--- src/rtl/ps2_cmd_pkg.sv ---
// Shared types for the PS/2 host command transmitter.
// Assumes: nothing beyond the enum encoding being private to this block.
package ps2_cmd_pkg;

    // Transfer phases of the transmitter controller.
    typedef enum logic [2:0] {
        ST_IDLE,      // wires released, waiting for a request
        ST_RTS,       // clock wire held low for the claim interval
        ST_START,     // data pulled low, clock still low for one cycle
        ST_FRAME,     // presenting data, parity and stop on falling edges
        ST_STOP,      // waiting for the rising edge that samples the stop bit
        ST_WAIT_ACK,  // waiting for the device to pull data low
        ST_WAIT_CLK   // waiting for the device to pull clock low
    } tx_state_e;

endpackage

--- src/rtl/ps2_line_sync.sv ---
// Multi-stage synchroniser for the open-drain wire read-backs.
// Assumes: inputs are asynchronous; idle wires float high, so stages reset to 1.
module ps2_line_sync #(
    parameter int LINES  = 2,
    parameter int STAGES = 2
) (
    input  logic             clk,
    input  logic             rst_n,
    input  logic [LINES-1:0] line_i,
    output logic [LINES-1:0] level_o
);

    generate
        for (genvar g = 0; g < LINES; g++) begin : g_line
            logic [STAGES-1:0] pipe_q;

            // Shift the wire level through the synchroniser chain.
            always_ff @(posedge clk) begin
                if (!rst_n) begin
                    pipe_q <= '1;
                end else begin
                    pipe_q <= {pipe_q[STAGES-2:0], line_i[g]};
                end
            end

            assign level_o[g] = pipe_q[STAGES-1];
        end
    endgenerate

endmodule

--- src/rtl/ps2_cmd_timer.sv ---
// Claim-interval counter and inactivity watchdog for the transmitter.
// Assumes: run inputs come from the controller state; kick marks a clock edge.
module ps2_cmd_timer #(
    parameter int RTS_CYCLES  = 12500,
    parameter int WDOG_CYCLES = 375000
) (
    input  logic clk,
    input  logic rst_n,
    input  logic rts_run_i,
    input  logic wdog_run_i,
    input  logic wdog_kick_i,
    output logic rts_elapsed_o,
    output logic wdog_expired_o
);

    localparam int RTS_W  = $clog2(RTS_CYCLES + 1);
    localparam int WDOG_W = $clog2(WDOG_CYCLES + 1);
    localparam logic [RTS_W-1:0]  RTS_LAST  = RTS_W'(RTS_CYCLES - 1);
    localparam logic [WDOG_W-1:0] WDOG_LAST = WDOG_W'(WDOG_CYCLES - 1);

    logic [RTS_W-1:0]  rts_cnt_q;
    logic [WDOG_W-1:0] wd_cnt_q;

    // Count cycles spent holding the clock wire low.
    always_ff @(posedge clk) begin
        if (!rst_n || !rts_run_i) begin
            rts_cnt_q <= '0;
        end else if (rts_cnt_q != RTS_LAST) begin
            rts_cnt_q <= rts_cnt_q + 1'b1;
        end
    end

    // Count cycles since the last clock edge while the device owns the clock.
    always_ff @(posedge clk) begin
        if (!rst_n || !wdog_run_i || wdog_kick_i) begin
            wd_cnt_q <= '0;
        end else if (wd_cnt_q != WDOG_LAST) begin
            wd_cnt_q <= wd_cnt_q + 1'b1;
        end
    end

    assign rts_elapsed_o  = rts_run_i && (rts_cnt_q == RTS_LAST);
    assign wdog_expired_o = wdog_run_i && !wdog_kick_i && (wd_cnt_q == WDOG_LAST);

    // the hold counter never passes its final value.
    assert_rts_bound_R2: assert property (@(posedge clk) disable iff (!rst_n)
        rts_cnt_q <= RTS_LAST);

    // the watchdog count stays within its window.
    assert_wdog_bound_R10: assert property (@(posedge clk) disable iff (!rst_n)
        wd_cnt_q <= WDOG_LAST);

    // a run that ends on expiry restarts from zero.
    assert_wdog_restart_R10: assert property (@(posedge clk) disable iff (!rst_n)
        !wdog_run_i |=> wd_cnt_q == '0);

endmodule

--- src/rtl/ps2_cmd_shifter.sv ---
// Frame shift register: data bits LSB first, odd parity, released stop bit.
// Assumes: load only while idle; one shift per falling clock edge of the frame.
module ps2_cmd_shifter #(
    parameter int DATA_W = 8
) (
    input  logic              clk,
    input  logic              rst_n,
    input  logic              load_i,
    input  logic [DATA_W-1:0] byte_i,
    input  logic              shift_i,
    output logic              bit_o,
    output logic              last_o
);

    localparam int FRAME_W = DATA_W + 2;
    localparam int CNT_W   = $clog2(FRAME_W + 1);
    localparam logic [CNT_W-1:0] CNT_LAST = CNT_W'(FRAME_W - 1);

    logic [FRAME_W-1:0] sh_q;
    logic [CNT_W-1:0]   cnt_q;

    // Load a fresh frame or move to the next bit on each presented edge.
    always_ff @(posedge clk) begin
        if (!rst_n) begin
            sh_q  <= '1;
            cnt_q <= '0;
        end else if (load_i) begin
            sh_q  <= {1'b1, ~(^byte_i), byte_i};
            cnt_q <= '0;
        end else if (shift_i) begin
            sh_q  <= {1'b1, sh_q[FRAME_W-1:1]};
            cnt_q <= cnt_q + 1'b1;
        end
    end

    assign bit_o  = sh_q[0];
    assign last_o = (cnt_q == CNT_LAST);

    // no more shifts than the frame has bits.
    assert_shift_count_R4: assert property (@(posedge clk) disable iff (!rst_n)
        shift_i |-> cnt_q < CNT_W'(FRAME_W));

    // a new frame never loads while a shift is requested.
    assert_no_load_mid_frame_R8: assert property (@(posedge clk) disable iff (!rst_n)
        !(load_i && shift_i));

endmodule

--- src/rtl/ps2_cmd_tx.sv ---
// PS/2 host-to-device command transmitter top: claims the link, sends one
// byte on device-generated clocks, waits for the acknowledge.
// Assumes: wires are open-drain with pull-ups; this block only pulls low.
module ps2_cmd_tx #(
    parameter int DATA_W      = 8,
    parameter int SYNC_STAGES = 2,
    parameter int RTS_CYCLES  = 12500,
    parameter int WDOG_CYCLES = 375000
) (
    input  logic              clk,
    input  logic              rst_n,
    input  logic              start_i,
    input  logic [DATA_W-1:0] cmd_i,
    input  logic              ps2_clk_i,
    input  logic              ps2_dat_i,
    output logic              ps2_clk_low_o,
    output logic              ps2_dat_low_o,
    output logic              busy_o,
    output logic              done_o,
    output logic              abort_o,
    output logic              rx_inhibit_o,
    output logic              rx_rearm_o
);

    import ps2_cmd_pkg::*;

    localparam int LINE_CLK = 0;
    localparam int LINE_DAT = 1;

    tx_state_e  state_q;
    logic       clk_low_q, dat_low_q, done_q, abort_q;
    logic [1:0] line_lvl;
    logic       clk_lvl, dat_lvl, clk_prev_q, clk_fall, clk_rise;
    logic       rts_elapsed, wdog_expired, wdog_run;
    logic       sh_load, sh_shift, sh_bit, sh_last;

    ps2_line_sync #(.LINES(2), .STAGES(SYNC_STAGES)) u_sync (
        .clk     (clk),
        .rst_n   (rst_n),
        .line_i  ({ps2_dat_i, ps2_clk_i}),
        .level_o (line_lvl)
    );

    assign clk_lvl = line_lvl[LINE_CLK];
    assign dat_lvl = line_lvl[LINE_DAT];

    // Remember the previous synchronised clock level for edge detection.
    always_ff @(posedge clk) begin
        if (!rst_n) clk_prev_q <= 1'b1;
        else        clk_prev_q <= clk_lvl;
    end

    assign clk_fall = clk_prev_q && !clk_lvl;
    assign clk_rise = !clk_prev_q && clk_lvl;

    assign wdog_run = (state_q == ST_FRAME) || (state_q == ST_STOP) ||
                      (state_q == ST_WAIT_ACK) || (state_q == ST_WAIT_CLK);

    ps2_cmd_timer #(.RTS_CYCLES(RTS_CYCLES), .WDOG_CYCLES(WDOG_CYCLES)) u_timer (
        .clk            (clk),
        .rst_n          (rst_n),
        .rts_run_i      (state_q == ST_RTS),
        .wdog_run_i     (wdog_run),
        .wdog_kick_i    (clk_fall || clk_rise),
        .rts_elapsed_o  (rts_elapsed),
        .wdog_expired_o (wdog_expired)
    );

    assign sh_load  = (state_q == ST_IDLE) && start_i;
    assign sh_shift = (state_q == ST_FRAME) && clk_fall && !wdog_expired;

    ps2_cmd_shifter #(.DATA_W(DATA_W)) u_shift (
        .clk     (clk),
        .rst_n   (rst_n),
        .load_i  (sh_load),
        .byte_i  (cmd_i),
        .shift_i (sh_shift),
        .bit_o   (sh_bit),
        .last_o  (sh_last)
    );

    // Sequence the claim, frame, acknowledge and watchdog abort.
    always_ff @(posedge clk) begin
        if (!rst_n) begin
            state_q   <= ST_IDLE;
            clk_low_q <= 1'b0;
            dat_low_q <= 1'b0;
            done_q    <= 1'b0;
            abort_q   <= 1'b0;
        end else begin
            done_q  <= 1'b0;
            abort_q <= 1'b0;
            unique case (state_q)
                ST_IDLE: begin
                    if (start_i) begin
                        clk_low_q <= 1'b1;
                        state_q   <= ST_RTS;
                    end
                end
                ST_RTS: begin
                    if (rts_elapsed) begin
                        dat_low_q <= 1'b1;
                        state_q   <= ST_START;
                    end
                end
                ST_START: begin
                    clk_low_q <= 1'b0;
                    state_q   <= ST_FRAME;
                end
                ST_FRAME: begin
                    if (clk_fall) begin
                        dat_low_q <= ~sh_bit;
                        if (sh_last) state_q <= ST_STOP;
                    end
                end
                ST_STOP: begin
                    if (clk_rise) state_q <= ST_WAIT_ACK;
                end
                ST_WAIT_ACK: begin
                    if (!dat_lvl) state_q <= ST_WAIT_CLK;
                end
                ST_WAIT_CLK: begin
                    if (!clk_lvl) begin
                        done_q  <= 1'b1;
                        state_q <= ST_IDLE;
                    end
                end
                default: state_q <= ST_IDLE;
            endcase
            if (wdog_expired) begin
                clk_low_q <= 1'b0;
                dat_low_q <= 1'b0;
                done_q    <= 1'b0;
                abort_q   <= 1'b1;
                state_q   <= ST_IDLE;
            end
        end
    end

    assign ps2_clk_low_o = clk_low_q;
    assign ps2_dat_low_o = dat_low_q;
    assign busy_o        = (state_q != ST_IDLE);
    assign done_o        = done_q;
    assign abort_o       = abort_q;
    assign rx_inhibit_o  = busy_o;
    assign rx_rearm_o    = done_q || abort_q;

    // an idle block leaves both wires floating.
    assert_idle_released_R1: assert property (@(posedge clk) disable iff (!rst_n)
        !busy_o |-> !ps2_clk_low_o && !ps2_dat_low_o);

    // an accepted request starts the clock-only hold.
    assert_claim_starts_R2: assert property (@(posedge clk) disable iff (!rst_n)
        start_i && !busy_o |=> busy_o && ps2_clk_low_o && !ps2_dat_low_o);

    // the host lets go of the clock only with data already pulled low.
    assert_clk_release_R3: assert property (@(posedge clk) disable iff (!rst_n)
        $fell(ps2_clk_low_o) && busy_o |-> ps2_dat_low_o);

    // data drive moves only while the device holds the clock low.
    assert_data_while_low_R6: assert property (@(posedge clk) disable iff (!rst_n)
        busy_o && $past(busy_o) && !ps2_clk_low_o && !$stable(ps2_dat_low_o) |-> !clk_lvl);

    // completion is reported once the block is already idle.
    assert_done_idle_R7: assert property (@(posedge clk) disable iff (!rst_n)
        done_o |-> !busy_o && !abort_o);

    // every end of a transfer asks the receiver to restart its timeout.
    assert_rearm_on_end_R9: assert property (@(posedge clk) disable iff (!rst_n)
        $fell(busy_o) |-> rx_rearm_o);

endmodule

--- config.mk ---
export PLATFORM = sky130hd
export DESIGN_NAME = ps2_cmd_tx
export DESIGN_NICKNAME = d
export VERILOG_FILES = /design/src/rtl/ps2_cmd_pkg.sv /design/src/rtl/ps2_line_sync.sv /design/src/rtl/ps2_cmd_timer.sv /design/src/rtl/ps2_cmd_shifter.sv /design/src/rtl/ps2_cmd_tx.sv
export SDC_FILE = /design/constraint.sdc
export NUM_CORES = 1
export LEC_CHECK = 0
export BUFFER_PORTS_ARGS = -buffer_cell sky130_fd_sc_hd__buf_2
export CORE_MARGIN = 2
export CORE_UTILIZATION = 59
export CTS_BUF_LIST = sky130_fd_sc_hd__clkbuf_16
export DETAILED_ROUTE_END_ITERATION = 6
export PLACE_DENSITY = 0.84
export RECOVER_POWER = 100
export SYNTH_ARGS = -nofsm -noshare
export SYNTH_HDL_FRONTEND = slang
export SYNTH_SLANG_ARGS = --single-unit
--- constraint.sdc ---
create_clock -name clk -period 2.31 [get_ports clk]
set_clock_uncertainty 0.05 [all_clocks]
set_input_delay 0.462 -clock clk [delete_from_list [all_inputs] [get_ports clk]]
set_output_delay 0.462 -clock clk [all_outputs]
set_load 0.1 [all_outputs]
# Yosys cells after proc, flatten, opt, wreduce, memory -nomap -nowiden
# Cells that the tools add are included.
totals:
  latch_bits: 0
  romBits: 0
  ram_bits: 0
  reg_bits: 58
  wordCells: 89
  out_inout_bits: 7
  inputBits: 13
  mem_count: 0
classes:
  n_bitwise: 4
  n_addsub: 3
  n_div: 0
  muxes: 17
  multipliers: 0
  n_shift: 0
  eq_ne: 18
  n_reduce_logical: 35
  order_cmp: 0
op_table:
  columns: ["operator", "count"]
  rows:
  - ["2-to-1 mux 3 bit", 7]
  - ["case mux 3 bit (7 select lines)", 1]
  - ["adder 19 x 1 -> 19 bit, second input constant", 1]
  - ["== test 19 bit, second input constant", 1]
  - ["inequality test 19 bit, second input constant", 1]
  - ["2-to-1 mux 9 bit", 2]
  - ["adder 14 x 1 -> 14 bit, second input constant", 1]
  - ["== test 14 bit, second input constant", 1]
  - ["inequality test 14 bit, second input constant", 1]
  - ["inequality test 2 bit, second input constant", 7]
  - ["== test 3 bit, second input constant", 3]
  - ["logical AND 1 bit", 8]
  - ["logical OR 1 bit", 8]
  - ["XOR reduction 8 bit", 1]
  - ["zero test 1 bit", 7]
  - ["AND reduction 7 bit", 1]
  - ["== test 3 x 2 -> 1 bit, second input constant", 2]
  - ["nonzero test 2 bit", 3]
  - ["2-to-1 mux 1 bit", 5]
  - ["adder 4 x 1 -> 4 bit, second input constant", 1]
  - ["== test 4 bit, second input constant", 1]
  - ["NOT 1 bit", 4]
  - ["case mux 1 bit (2 select lines)", 2]
  - ["OR reduction 2 bit", 2]
  - ["6 further kinds", 6]

# Depth between registers and ports, before layout
logic_depth:
  depth_word: 10
  mapped_depth: 8
  mapped_depth_nobuf: 7

# Hierarchy
# Synthesis repeated with hierarchy kept, for this count alone.
unflattened:
  cells_unflattened: 315
  area_unflattened_um2: 2925.3
by_module_without_submodules:
  columns: ["module", "cells_per_inst", "instances", "area_per_inst_um2"]
  rows:
  - ["ps2_cmd_timer", 184, 1, 1637.8]
  - ["ps2_cmd_shifter", 65, 1, 676.9]
  - ["ps2_cmd_tx", 56, 1, 490.5]
  - ["ps2_line_sync", 10, 1, 120.1]

# Least setup slack after synthesis
# Ideal clock, no wire load.
synth_timing:
  path_kind: "register to output"
  start: "reg state_q[1]"
  end: "out rx_inhibit_o"
  slack_ps: 220
  path_stages_with_launch: 5
  t_arrival_ps: 1578
  path_buffers: 2
  path_cell_list: "dfxtp_1 buf_2 nor3_1 inv_1 buf_4"
synth_between:
  elab_chain_len: 1
synth_rtl:
  columns: ["item", "line", "source"]
  rows:
  - ["from (decl)", "ps2_cmd_tx.sv:30", "tx_state_e state_q;"]
  - ["from (signal assigned)", "ps2_cmd_tx.sv:85", "state_q <= ST_IDLE;"]
  - ["from (signal assigned)", "ps2_cmd_tx.sv:97", "state_q <= ST_RTS;"]
  - ["from (signal assigned)", "ps2_cmd_tx.sv:103", "state_q <= ST_START;"]
  - ["nonzero test 3 bit", "ps2_cmd_tx.sv:142", "assign busy_o = (state_q != ST_IDLE);"]
  - ["to (decl)", "ps2_cmd_tx.sv:21", "output logic rx_inhibit_o,"]
# Every way passes these cells.

# Worst setup path after layout
layout_timing:
  start: "reg u_timer.wd_cnt_q[0]"
  end: "reg u_shift.sh_q[1]"
layout_between:
  elab_chain_len: 5
layout_rtl:
  columns: ["item", "line", "source"]
  rows:
  - ["from (decl)", "ps2_cmd_timer.sv:22", "logic [WDOG_W-1:0] wd_cnt_q;"]
  - ["from (signal assigned)", "ps2_cmd_timer.sv:38", "wd_cnt_q <= wd_cnt_q + 1'b1;"]
  - ["== test 19 bit", "ps2_cmd_timer.sv:43", "assign wdog_expired_o = wdog_run_i && !wdog_kick_i && (wd_cnt_q == WDOG_LAST);"]
  - ["logical AND 1 bit", "ps2_cmd_timer.sv:43", null]
  - ["zero test 1 bit", "ps2_cmd_tx.sv:70", "assign sh_shift = (state_q == ST_FRAME) && clk_fall && !wdog_expired;"]
  - ["logical AND 1 bit", "ps2_cmd_tx.sv:70", null]
  - ["nonzero test 2 bit (no source line)", null, null]
  - ["to (signal assigned)", "ps2_cmd_shifter.sv:28", "sh_q <= {1'b1, ~(^byte_i), byte_i};"]
  - ["to (signal assigned)", "ps2_cmd_shifter.sv:31", "sh_q <= {1'b1, sh_q[FRAME_W-1:1]};"]
  - ["to (decl)", "ps2_cmd_shifter.sv:19", "logic [FRAME_W-1:0] sh_q;"]
# Every way passes these cells.
# A chain may end at the register's enable or synchronous reset.

==> results by stage <==
Timing:
- The count of final max-slew check failures is 0.
- The pin slew with the least headroom to its limit is about 1.2 ns.
- The time the worst path needs with I/O delays and setup is 2.04 ns.
- The final-layout worst hold slack is 0.270 ns.
- Setup repair after global routing left no endpoint under its margin.
- The setup-violating endpoint count in the final report is 0.
- Based on the critical path, the design can be clocked at up to 490 MHz.
- The post-route fraction of the period consumed by the critical path is 88.4%.
- The total negative setup slack is 0 ns.
- The hold violation total from the final report is 0.
- The worst slew margin relative to its limit is 22.8%.

Detailed routing:
- Across all layers, the routed design uses 2089 vias.
- The first-pass detailed-route iteration total is 4.
- After detailed routing, the number of vias per cell comes to 5.50.
- The detail route stage leaves a number of antenna-violating nets equal to 0.
- The post-route DRC violation count is 0.
- The routed design has approximately 4.9 mm of wire.
- The detailed router finished its first iteration with 111 violations.
- In the final routed layout, each cell accounts on average for 12.9 um.

Floorplan:
- The area of the die is 5110 um2.
- The die width is 71.5 um.
- The die is 71.5 um tall.
- 20 I/O pins were placed.
- In this run the standard cell core region covers 4380 um2.
- The floorplan has 24 rows.
- The starting density of the core is 61.2%.

Power:
- In this run the power density over the cells is between 700 and 800 nW/um2.
- In this run switching power makes up 22.6% of total power.
- The fraction of power consumed by the clock network is 48.7%.
- For this design the static power due to leakage is 0.00117 uW.
- For this design the total switching power over the nets is 515 uW.
- Combinational logic burns 6.0% of the power.
- The maximum resistive drop on vdd is 0.561 mV.
- Internal power comes to 1770 uW.
- The sequential cell fraction of total power is 45.3%.

CTS:
- Hold repair after CTS inserted 0 buffers.
- The clock drives 58 sinks.
- The clock tree root driver cell is sky130_fd_sc_hd__clkbuf_16.
- For the worst-skew pair, the clock arrives at the later sink with an insertion delay of 0.32 ns.
- In this run, CTS created clock tree buffers numbering 9.
- The clock passes through at most 2 buffers.
- The post-CTS setup repair buffer count is 0.
- The level count of the clock H-tree is 3.
- The number of gates resized after CTS was 0.
- The clock input transition at the sequential cells of the worst setup and hold paths is 0.05 ns.
- The TritonCTS clock tree is built.

Finish:
- 0 antenna diodes ended up in the layout.
- The utilization after layout is 68.8%.
- The post-layout instance area is 3020 um2.
- The area growth from synthesis to final layout is 12.4%.
- The fraction of layout cells with a size suffix above 1 is 10.4%.
- At the end of the flow, the number of nets in the layout was 343.

Place:
- The congestion estimate from routability-driven global placement came to 0.781.
- The total placed instance area is 2800 um2.
- After legalization and detailed placement, the total HPWL measured 3.38 mm.
- The number of buffer cells added on primary ports is 19.

Synthesis:
- The summed instance area of the synthesized netlist is about 2700 um2.
- The synthesized design contains 58 register bits.
- The flip-flop cell with the highest count after synthesis is sky130_fd_sc_hd__dfxtp_1.
- Sequential elements use 43.2% of the synthesized area.
- In this run, synthesis inferred 0 flip-flops with an integrated enable.
- Of all cell types, the one taking the most synthesized area is sky130_fd_sc_hd__dfxtp_1.
- Synthesis produced a netlist whose cell count is between 300 and 400.
- The share of the synthesized area in the top cell type is 43.2%.
- The net count after synthesis is 321.
- In this run, distinct cell masters in the synthesized netlist total 47.
- During synthesis, Yosys emitted a total of 0 warnings.
- The post-synthesis average cell area is 8.89 um2.
- Sorting the synthesized cells by area gives the leading types as sky130_fd_sc_hd__dfxtp_1, sky130_fd_sc_hd__nor2_1, sky130_fd_sc_hd__xor2_1.
- The share of synthesized registers carrying an async set or reset is 0%.

Job:
- Across the run, the number of max-cap violations was 0.

Status:
- The flow ran to the end, and the final reports show no timing, DRC or antenna violations.

Global route:
- The leftover overflow at the end of global routing is 0.
- The via count of the first global-routing pass was between 1500 and 2000.
- The pin count of the biggest net entering global routing is 21.
- Global routing consumed, on the met2 layer, about a third of the routing resources.
- Global routing used 21.7% of the available tracks.
- For met3 alone, demand over resource in global routing was 5.91%.
- The first global-routing pass estimated 8.65 mm of wire.
- The initial antenna violation count is 0.
- In the global route stage, met1 resource usage came out at 26.9%.
- The peak-usage layer in the global routing report is met2.

Critical path:
- The arrival time reported for the critical path endpoint is 2.18 ns.
- Data on the critical path is required at its endpoint by 2.44 ns.
- Setup slack on the worst reg-to-reg path comes out at about 0.27 ns.
- The critical path startpoint category is a register.
- Along the worst path, the maximum fanout reaches 13.
- The cell family contributing the most delay on the critical path is simple AND/OR/NAND/NOR gates.
- Walking the worst path, the cells encountered are ha_1 -> and4_1 -> nand3_1 -> o21ai_0 -> buf_4 -> mux2i_1 -> a21oi_1.
- The slowest cell on the critical path is sky130_fd_sc_hd__dfxtp_1.
- The worst setup path category is register to register.
- STA classifies the critical path endpoint as a register.
- The number of buffer and inverter stages on the critical path is 1.
- In this design, the stage delay of the slowest critical-path cell is approximately 0.37 ns.
- The worst-case reg-to-reg path depth is 7.
- The critical path depth is 7.

Min path:
- The count of cells along the worst hold path is 2.
- The tightest min-delay check is of the primary input to register type.
power groups by stage:
stage	logic (uW)	clock network (uW)	registers (uW)
2_1_floorplan	100	0	1060
3_3_place_gp	135	0	1050
3_5_place_dp	138	0	1050
4_1_cts	140	1140	1040
5_1_grt	151	1180	1040
6_report	138	1110	1040
final timing paths:
kind / from / to
max: u_timer.wd_cnt_q[0] / u_shift.sh_q[1]
min: ps2_clk_i / u_sync.g_line[0].pipe_q[0]
max reg2reg: u_timer.wd_cnt_q[0] / u_shift.sh_q[1]
min reg2reg: u_sync.g_line[1].pipe_q[0] / u_sync.g_line[1].pipe_q[1]
cell usage after synthesis (2+ instances only):
cell type / instances
sky130_fd_sc_hd__mux2i_1: 10
sky130_fd_sc_hd__or3_1: 6
sky130_fd_sc_hd__and4_1: 2
sky130_fd_sc_hd__and2_1: 2
sky130_fd_sc_hd__nor3_1: 9
sky130_fd_sc_hd__buf_2: 2
sky130_fd_sc_hd__nor2_1: 50
sky130_fd_sc_hd__dfxtp_1: 58
sky130_fd_sc_hd__buf_4: 3
sky130_fd_sc_hd__xor2_1: 20
sky130_fd_sc_hd__a211oi_1: 4
sky130_fd_sc_hd__ha_1: 6
sky130_fd_sc_hd__nand4b_1: 2
sky130_fd_sc_hd__xnor2_1: 14
sky130_fd_sc_hd__nand2b_1: 6
sky130_fd_sc_hd__nand3_1: 18
sky130_fd_sc_hd__nand4_1: 6
sky130_fd_sc_hd__o21ai_0: 5
sky130_fd_sc_hd__and3_1: 3
sky130_fd_sc_hd__a21oi_1: 18
sky130_fd_sc_hd__clkbuf_1: 4
sky130_fd_sc_hd__buf_6: 2
sky130_fd_sc_hd__a22oi_1: 2
sky130_fd_sc_hd__nand2_1: 17
sky130_fd_sc_hd__and4bb_2: 2
sky130_fd_sc_hd__inv_1: 9
sky130_fd_sc_hd__nor2b_1: 2
worst reg2reg max path, cell delays in order (launching register included):
cell and delay, ns:
sky130_fd_sc_hd__dfxtp_1 0.37, sky130_fd_sc_hd__ha_1 0.25, sky130_fd_sc_hd__and4_1 0.32, sky130_fd_sc_hd__nand3_1 0.17, sky130_fd_sc_hd__o21ai_0 0.19, sky130_fd_sc_hd__buf_4 0.24, sky130_fd_sc_hd__mux2i_1 0.22, sky130_fd_sc_hd__a21oi_1 0.08
cells in the final DEF (no fill, tap or decap), types with 3 or more instances in the layout:
| cell type | netlist | layout |
|---|---|---|
| sky130_fd_sc_hd__nand2_1 | 17 | 17 |
| sky130_fd_sc_hd__a211oi_1 | 4 | 5 |
| sky130_fd_sc_hd__nand3_1 | 18 | 19 |
| sky130_fd_sc_hd__buf_2 | 2 | 11 |
| sky130_fd_sc_hd__xor2_1 | 20 | 20 |
| sky130_fd_sc_hd__nor3_1 | 9 | 9 |
| sky130_fd_sc_hd__a21oi_1 | 18 | 18 |
| sky130_fd_sc_hd__o21ai_0 | 5 | 6 |
| sky130_fd_sc_hd__inv_1 | 9 | 10 |
| sky130_fd_sc_hd__mux2i_1 | 10 | 10 |
| sky130_fd_sc_hd__buf_4 | 3 | 3 |
| sky130_fd_sc_hd__ha_1 | 6 | 6 |
| sky130_fd_sc_hd__dfxtp_1 | 58 | 58 |
| sky130_fd_sc_hd__or3_1 | 6 | 6 |
| sky130_fd_sc_hd__nor2_1 | 50 | 50 |
| sky130_fd_sc_hd__nand2b_1 | 6 | 6 |
| sky130_fd_sc_hd__clkbuf_2 | 1 | 3 |
| sky130_fd_sc_hd__clkinv_2 | 0 | 3 |
| sky130_fd_sc_hd__clkbuf_1 | 4 | 6 |
| sky130_fd_sc_hd__clkbuf_16 | 0 | 9 |
| sky130_fd_sc_hd__and3_1 | 3 | 3 |
| sky130_fd_sc_hd__nand4_1 | 6 | 6 |
| sky130_fd_sc_hd__xnor2_1 | 14 | 14 |
cell type report:
class / instances / area [um2]
inverter: 9 / 33.8
tap: 52 / 65.1
clock inverter: 6 / 26.3
clock buffer: 9 / 225
sequential: 58 / 1160
multi-input combinational: 223 / 1390
fill: 360 / 1370
timing repair buffer: 23 / 115
layer usage:
metal / up-vias / part of all wire (%)
li1: 1077 / -
met2: 34 / 47
met4: 0 / 2.1
met1: 969 / 48
met5: - / 0
met3: 9 / 3.4
logic make-up after synthesis:
family	Yosys count	share of synthesized area, %
adder cells (fa/ha/maj)	6	2.80
flip-flops	58	43.2
buffers and inverters	21	4.05
XOR/XNOR	34	11.1
AND/OR/NAND/NOR	134	25.8
multiplexers	10	3.73
AO/OA/AOI/OAI	39	9.27
metrics by stage:
stage	total power (uW)	std cells	setup slack [ns]
2_1_floorplan	1160	302	0.220
3_3_place_gp	1190	365	0.398
3_5_place_dp	1190	365	0.327
4_1_cts	2310	380	0.313
5_1_grt	2370	380	0.0899
6_report	2280	380	0.267
flip-flops by register name, summed over array words and instances (netlist names), 3 cells and up:
| signal | cells |
|---|---|
| u_sync.g_line.pipe_q | 4 |
| u_shift.sh_q | 9 |
| u_timer.wd_cnt_q | 19 |
| state_q | 3 |
| u_shift.cnt_q | 4 |
| u_timer.rts_cnt_q | 14 |
(Power assumes the default switching activity.)
